`src/rtl/eau_pkg.sv`:
```
package eau_pkg;

  typedef enum logic [1:0] {
    SC_X1  = 2'd0,
    SC_X2  = 2'd1,
    SC_X4  = 2'd2,
    SC_RSV = 2'd3
  } scale_e;

  typedef enum logic [1:0] {
    DS_NONE = 2'd0,
    DS_B8   = 2'd1,
    DS_B16  = 2'd2,
    DS_FULL = 2'd3
  } dsize_e;

  localparam int unsigned SHORT_W = 8;
  localparam int unsigned MID_W   = 16;

endpackage

```
`src/rtl/eau_disp_ext.sv`:
```
module eau_disp_ext
  import eau_pkg::*;
#(
  parameter int unsigned W = 32
) (
  input  logic [W-1:0] raw,
  input  dsize_e       size,
  output logic [W-1:0] term
);

  localparam int unsigned PAD8  = W - SHORT_W;
  localparam int unsigned PAD16 = W - MID_W;

  function automatic logic [W-1:0] widen8(input logic [W-1:0] v);
    return {{PAD8{v[SHORT_W-1]}}, v[SHORT_W-1:0]};
  endfunction

  function automatic logic [W-1:0] widen16(input logic [W-1:0] v);
    return {{PAD16{v[MID_W-1]}}, v[MID_W-1:0]};
  endfunction

  always_comb begin
    unique case (size)
      DS_NONE: term = '0;
      DS_B8:   term = widen8(raw);
      DS_B16:  term = widen16(raw);
      default: term = raw;
    endcase
  end

endmodule

```
`src/rtl/eau_index_scale.sv`:
```
module eau_index_scale
  import eau_pkg::*;
#(
  parameter int unsigned W = 32
) (
  input  logic [W-1:0] idx,
  input  logic         en,
  input  scale_e       scale,
  output logic [W-1:0] term,
  output logic         bad
);

  function automatic logic [W-1:0] shifted(input logic [W-1:0] v,
                                           input scale_e s);
    logic [W-1:0] r;
    unique case (s)
      SC_X1:   r = v;
      SC_X2:   r = {v[W-2:0], 1'b0};
      SC_X4:   r = {v[W-3:0], 2'b00};
      default: r = '0;
    endcase
    return r;
  endfunction

  always_comb begin
    bad  = en && (scale == SC_RSV);
    term = en ? shifted(idx, scale) : '0;
  end

endmodule

```
`src/rtl/eau_sum3.sv`:
```
module eau_sum3 #(
  parameter int unsigned W = 32
) (
  input  logic [W-1:0] a,
  input  logic [W-1:0] b,
  input  logic [W-1:0] c,
  output logic [W-1:0] sum
);

  function automatic logic [W-1:0] wrap_add3(input logic [W-1:0] x,
                                             input logic [W-1:0] y,
                                             input logic [W-1:0] z);
    logic [W-1:0] s;
    s = x + y;
    s = s + z;
    return s;
  endfunction

  assign sum = wrap_add3(a, b, c);

endmodule

```
`src/rtl/eff_addr_unit.sv`:
```
module eff_addr_unit
  import eau_pkg::*;
#(
  parameter int unsigned ADDR_W = 32
) (
  input  logic              clk,
  input  logic              rst_n,
  input  logic              req_valid,
  input  logic [ADDR_W-1:0] base_val,
  input  logic              base_en,
  input  logic [ADDR_W-1:0] idx_val,
  input  logic              idx_en,
  input  logic [1:0]        scale_code,
  input  logic [ADDR_W-1:0] disp_val,
  input  logic [1:0]        disp_size,
  output logic              ea_valid,
  output logic [ADDR_W-1:0] ea_addr,
  output logic              ea_scale_err
);

  logic [ADDR_W-1:0] base_term;
  logic [ADDR_W-1:0] idx_term;
  logic [ADDR_W-1:0] disp_term;
  logic [ADDR_W-1:0] sum_next;
  logic              scale_bad;

  assign base_term = base_en ? base_val : '0;

  eau_index_scale #(.W(ADDR_W)) u_scale (
    .idx   (idx_val),
    .en    (idx_en),
    .scale (scale_e'(scale_code)),
    .term  (idx_term),
    .bad   (scale_bad)
  );

  eau_disp_ext #(.W(ADDR_W)) u_disp (
    .raw  (disp_val),
    .size (dsize_e'(disp_size)),
    .term (disp_term)
  );

  eau_sum3 #(.W(ADDR_W)) u_sum (
    .a   (base_term),
    .b   (idx_term),
    .c   (disp_term),
    .sum (sum_next)
  );

  always_ff @(posedge clk) begin
    if (!rst_n) begin
      ea_valid     <= 1'b0;
      ea_addr      <= '0;
      ea_scale_err <= 1'b0;
    end else begin
      ea_valid     <= req_valid;
      ea_scale_err <= req_valid && scale_bad;
      if (req_valid) ea_addr <= sum_next;
    end
  end

endmodule

```
`config.mk`:
```
export PLATFORM = sky130hd
export DESIGN_NAME = eff_addr_unit
export DESIGN_NICKNAME = d
export VERILOG_FILES = /design/src/rtl/eau_pkg.sv /design/src/rtl/eau_disp_ext.sv /design/src/rtl/eau_index_scale.sv /design/src/rtl/eau_sum3.sv /design/src/rtl/eff_addr_unit.sv
export SDC_FILE = /design/constraint.sdc
export NUM_CORES = 1
export LEC_CHECK = 0
export ABC_AREA = 1
export BUFFER_PORTS_ARGS = -buffer_cell sky130_fd_sc_hd__buf_2
export CAP_MARGIN = 20
export CELL_PAD_IN_SITES_DETAIL_PLACEMENT = 0
export CELL_PAD_IN_SITES_GLOBAL_PLACEMENT = 1
export CORE_ASPECT_RATIO = 0.75
export CORE_MARGIN = 2
export CORE_UTILIZATION = 40
export DETAILED_ROUTE_END_ITERATION = 7
export PLACE_DENSITY = 0.95
export SLEW_MARGIN = 30
export SYNTH_ARGS = -nofsm -noshare
export SYNTH_HDL_FRONTEND = slang
export SYNTH_HIERARCHICAL = 1
export SYNTH_SLANG_ARGS = --single-unit
```
`constraint.sdc`:
```
create_clock -name clk -period 6.8 [get_ports clk]
set_clock_uncertainty 0.1 [all_clocks]
set_input_delay 1.36 -clock clk [delete_from_list [all_inputs] [get_ports clk]]
set_output_delay 1.36 -clock clk [all_outputs]
set_load 0.005 [all_outputs]
```
==> metrics.txt <==
# TYPE chip_impl_metric gauge
chip_impl_info{name="run_status",value="complete, no violations"} 1
chip_impl_metric{name="vias_after_detailed_routing",unit=""} 6405
chip_impl_metric{name="number_of_antenna_violations_at_the_first_check_in_global_routing",unit=""} 0
chip_impl_metric{name="min_cycle_time_layout",unit="ns"} 4.667
chip_impl_metric{name="finalHoldViolCount",unit=""} 0
chip_impl_metric{name="power.ir.vdd_worst",unit="mV"} 0.1134
chip_impl_metric{name="cts.sinks",unit=""} 34
chip_impl_metric{name="unique_masters_post_synth",unit=""} 27
chip_impl_metric{name="post_route_cells_drive_above_1_share",unit=""} 0.1594
chip_impl_metric{name="critPathMaxFanout",unit=""} 33
chip_impl_metric{name="clockBufferDepth",unit=""} 2
chip_impl_metric{name="top_level_ports",unit=""} 139
chip_impl_metric{name="flow.area_growth_from_synthesis",unit="%"} 12.67
chip_impl_metric{name="multiInputGateArea",unit="um^2"} 4165
chip_impl_info{name="timing.setup.critical_path_class",value="primary input to flip-flop"} 1
chip_impl_metric{name="power.leakage",unit="nW"} 4.500
chip_impl_metric{name="post-route-worst-setup-slack",unit="ns"} 2.133
chip_impl_metric{name="drt_pass1_iterations",unit=""} 7
chip_impl_metric{name="drt_first_iter_violations",unit=""} 366
chip_impl_info{name="synth.top_cells.by_area",value="sky130_fd_sc_hd__nand2_1, sky130_fd_sc_hd__inv_1, sky130_fd_sc_hd__nand3_1"} 1
chip_impl_metric{name="tns",unit="ns"} 0
chip_impl_metric{name="initial_cell_density_of_the_core",unit=""} 0.4106
chip_impl_info{name="r2r_end",value="ea_addr[29]"} 1
chip_impl_metric{name="total_area_of_sequential_cells",unit="um^2"} 680.7
chip_impl_metric{name="syn-instance-count",unit=""} 1063
chip_impl_metric{name="global_route_congestion_overflow_total",unit=""} 0
chip_impl_metric{name="fin_crit_sh",unit=""} 0.6864
chip_impl_metric{name="r2r_setup_slack",unit="ns"} 6.11
chip_impl_metric{name="layout.nets",unit=""} 1334
chip_impl_info{name="synth_area_leader_cell",value="sky130_fd_sc_hd__nand2_1"} 1
chip_impl_metric{name="fp.dieArea",unit="um^2"} 15940
chip_impl_metric{name="clk_transition_reported_paths",unit="ns"} 0.05
chip_impl_metric{name="placed_cells_incl_taps",unit=""} 1360
chip_impl_info{name="grt_setup_unrepaired",value="false"} 1
chip_impl_metric{name="synthesis.area",unit="um^2"} 5973
chip_impl_metric{name="setup_viol",unit=""} 0
chip_impl_metric{name="first_global_vias",unit=""} 6130
chip_impl_metric{name="clk_latency",unit="ns"} 0.28
chip_impl_metric{name="utilization",unit=""} 0.4626
chip_impl_metric{name="core-area",unit="um^2"} 14550
chip_impl_metric{name="synth_largest_type_area_fraction",unit=""} 0.2344
chip_impl_metric{name="layout.filler_cells",unit=""} 1686
chip_impl_metric{name="ant_cells",unit=""} 0
chip_impl_metric{name="wirelength",unit="mm"} 16.12
chip_impl_metric{name="final.hold.worst_slack",unit="ns"} 0.3646
chip_impl_info{name="min_delay_worst_endpoint",value="ea_addr[26]"} 1
chip_impl_metric{name="finalWeightedCongestion",unit=""} 0.8829
chip_impl_metric{name="clock.fmax",unit="GHz"} 0.2142
chip_impl_info{name="hold_start",value="ea_addr[26]"} 1
chip_impl_metric{name="power-per-cell-area",unit="nW/um^2"} 161.5
chip_impl_info{name="r2r_start",value="ea_addr[29]"} 1
chip_impl_metric{name="clock_tree.htree_level_count",unit=""} 2
chip_impl_metric{name="ant_nets",unit=""} 0
chip_impl_metric{name="synth_sequential_area_ratio",unit=""} 0.1140
chip_impl_metric{name="cts_repair_resize_count",unit=""} 0
chip_impl_info{name="endpoint_kind",value="flip-flop"} 1
chip_impl_info{name="startpoint",value="scale_code[0]"} 1
chip_impl_metric{name="route.detailed.vias_per_inst",unit=""} 4.685
chip_impl_metric{name="drc",unit=""} 0
chip_impl_info{name="most_frequent_cells_in_the_layout",value="sky130_fd_sc_hd__nand2_1, sky130_fd_sc_hd__inv_1, sky130_fd_sc_hd__nand3_1"} 1
chip_impl_info{name="setup.worst_path.start_class",value="primary input"} 1
chip_impl_metric{name="die_width",unit="um"} 145.1
chip_impl_metric{name="place.detailed.hpwl",unit="mm"} 13.43
chip_impl_metric{name="worst_slew_pin_slew",unit="ns"} 0.6843
chip_impl_metric{name="synth_fp_nets",unit=""} 1230
chip_impl_info{name="final_common_cell",value="sky130_fd_sc_hd__nand2_1"} 1
chip_impl_metric{name="number_of_cells_in_the_finished_layout_apart_from_fillers",unit=""} 1367
chip_impl_metric{name="r2r.worst_path.cells",unit=""} 2
chip_impl_metric{name="numPortBuffers",unit=""} 138
chip_impl_metric{name="timing.max_slew.rel_slack",unit=""} 0.5427
chip_impl_metric{name="largest_net_degree_at_the_start_of_global_routing",unit=""} 66
chip_impl_metric{name="grt_pass1_wl",unit="mm"} 28.01
chip_impl_metric{name="avgSynthCellArea",unit="um^2"} 5.619
chip_impl_metric{name="wire_per_inst",unit="um"} 11.79
chip_impl_metric{name="timing.critical_path.arrival",unit="ns"} 4.74
chip_impl_metric{name="synth_warnings",unit=""} 6
chip_impl_metric{name="dp_worst_setup_slack",unit="ns"} 1.831
chip_impl_metric{name="dieHeight",unit="um"} 109.8
chip_impl_info{name="timing.hold.worst.class",value="flip-flop to flip-flop"} 1
chip_impl_metric{name="floorplan.rows",unit=""} 38
chip_impl_metric{name="grt_usage",unit=""} 0.2106
chip_impl_info{name="cts_root_buf",value="sky130_fd_sc_hd__clkbuf_16"} 1
chip_impl_metric{name="timing.max_cap.violations",unit=""} 0
chip_impl_metric{name="cts_buffers",unit=""} 5
chip_impl_metric{name="required_time_of_the_critical_path",unit="ns"} 6.87
chip_impl_metric{name="cts-hold-fix-buffers",unit=""} 0
chip_impl_info{name="tritoncts",value="yes"} 1
chip_impl_metric{name="synth_seq_cells",unit=""} 34
chip_impl_metric{name="drv_slew",unit=""} 0
chip_impl_metric{name="cts_post_setup_buffers_inserted",unit=""} 0
chip_impl_metric{name="whs_path_depth",unit=""} 2
==> how the worst max path moves through the flow <==
stage | end | slack (ns)
final | ea_addr[29] | 2.13
after global routing | ea_addr[29] | 1.65
after CTS | ea_addr[29] | 2.14
after detailed placement | ea_addr[29] | 1.83
after global placement | ea_addr[29] | 1.87
after floorplan | ea_addr[29] | 2.68
==> critical path, stage by stage <==
cell	delay [ns]
sky130_fd_sc_hd__buf_2	0.30
sky130_fd_sc_hd__nor2_4	0.63
sky130_fd_sc_hd__nand2_1	0.12
sky130_fd_sc_hd__a21oi_1	0.24
sky130_fd_sc_hd__fa_1	0.45
sky130_fd_sc_hd__ha_1	0.24
sky130_fd_sc_hd__fa_1	0.44
sky130_fd_sc_hd__nand3_1	0.11
sky130_fd_sc_hd__nand3_1	0.10
sky130_fd_sc_hd__nand2_1	0.09
sky130_fd_sc_hd__nand2_2	0.08
sky130_fd_sc_hd__nand2_2	0.07
sky130_fd_sc_hd__nand2_2	0.07
sky130_fd_sc_hd__nand2_1	0.09
sky130_fd_sc_hd__nand2_1	0.05
sky130_fd_sc_hd__nand2_1	0.06
sky130_fd_sc_hd__nand2_1	0.05
sky130_fd_sc_hd__inv_1	0.04
sky130_fd_sc_hd__nand2_1	0.04
sky130_fd_sc_hd__nand2_1	0.07
sky130_fd_sc_hd__nor2_1	0.04
==> state kept, by name, summed over array words and instances (netlist names) <==
signal,cells
ea_valid,1
ea_addr,32
ea_scale_err,1
==> per-layer routing <==
| metal | track usage | routed length (um) |
|---|---|---|
| met1 | 0.2822 | 8028 |
| met2 | 0.3711 | 7126 |
| met3 | 0.03361 | 819 |
| met4 | 0.02661 | 145 |
| met5 | 0 | 0 |
==> through the flow <==
stage,cell area [um^2],power (mW)
6_report,6730,1.087
3_3_place_gp,6593,0.8766
4_1_cts,6730,1.102
2_1_floorplan,5973,0.7116
3_5_place_dp,6595,0.8825
5_1_grt,6730,1.211
==> where the power goes <==
group / switching [mW] / internal (mW)
clock: 0.0809 / 0.132
combinational: 0.401 / 0.235
sequential: 0.0124 / 0.225
==> layout make-up <==
cell class,count,area share
Inverter,214,0.1197
Sequential cell,34,0.1011
Tap cell,200,0.03718
Timing Repair Buffer,138,0.1030
Clock inverter,2,0.001487
Multi-Input combinational cell,774,0.6189
Clock buffer,5,0.01859
==> synthesized netlist by cell type (all sizes together) <==
library cell / number
inv: 214
nand4: 4
buf: 40
a21o: 1
dfxtp: 34
nand3: 153
nor2: 116
fa: 32
nor3: 7
a21oi: 21
clkbuf: 1
nand2: 389
ha: 30
o21bai: 3
xor2: 16
xnor2: 2
==> cells by family (layout without fill, tap and decap cells) <==
family,Yosys count,count (layout),share of synthesized area
and+or+nand+nor,669,669,0.4770
xor gates and xnor gates,18,18,0.02639
buffers and inverters,255,359,0.1887
AOI/OAI and AO/OA,25,25,0.02388
DFF,34,34,0.1140
adders and majority gates,62,62,0.1701
(Power assumes the default switching activity.)
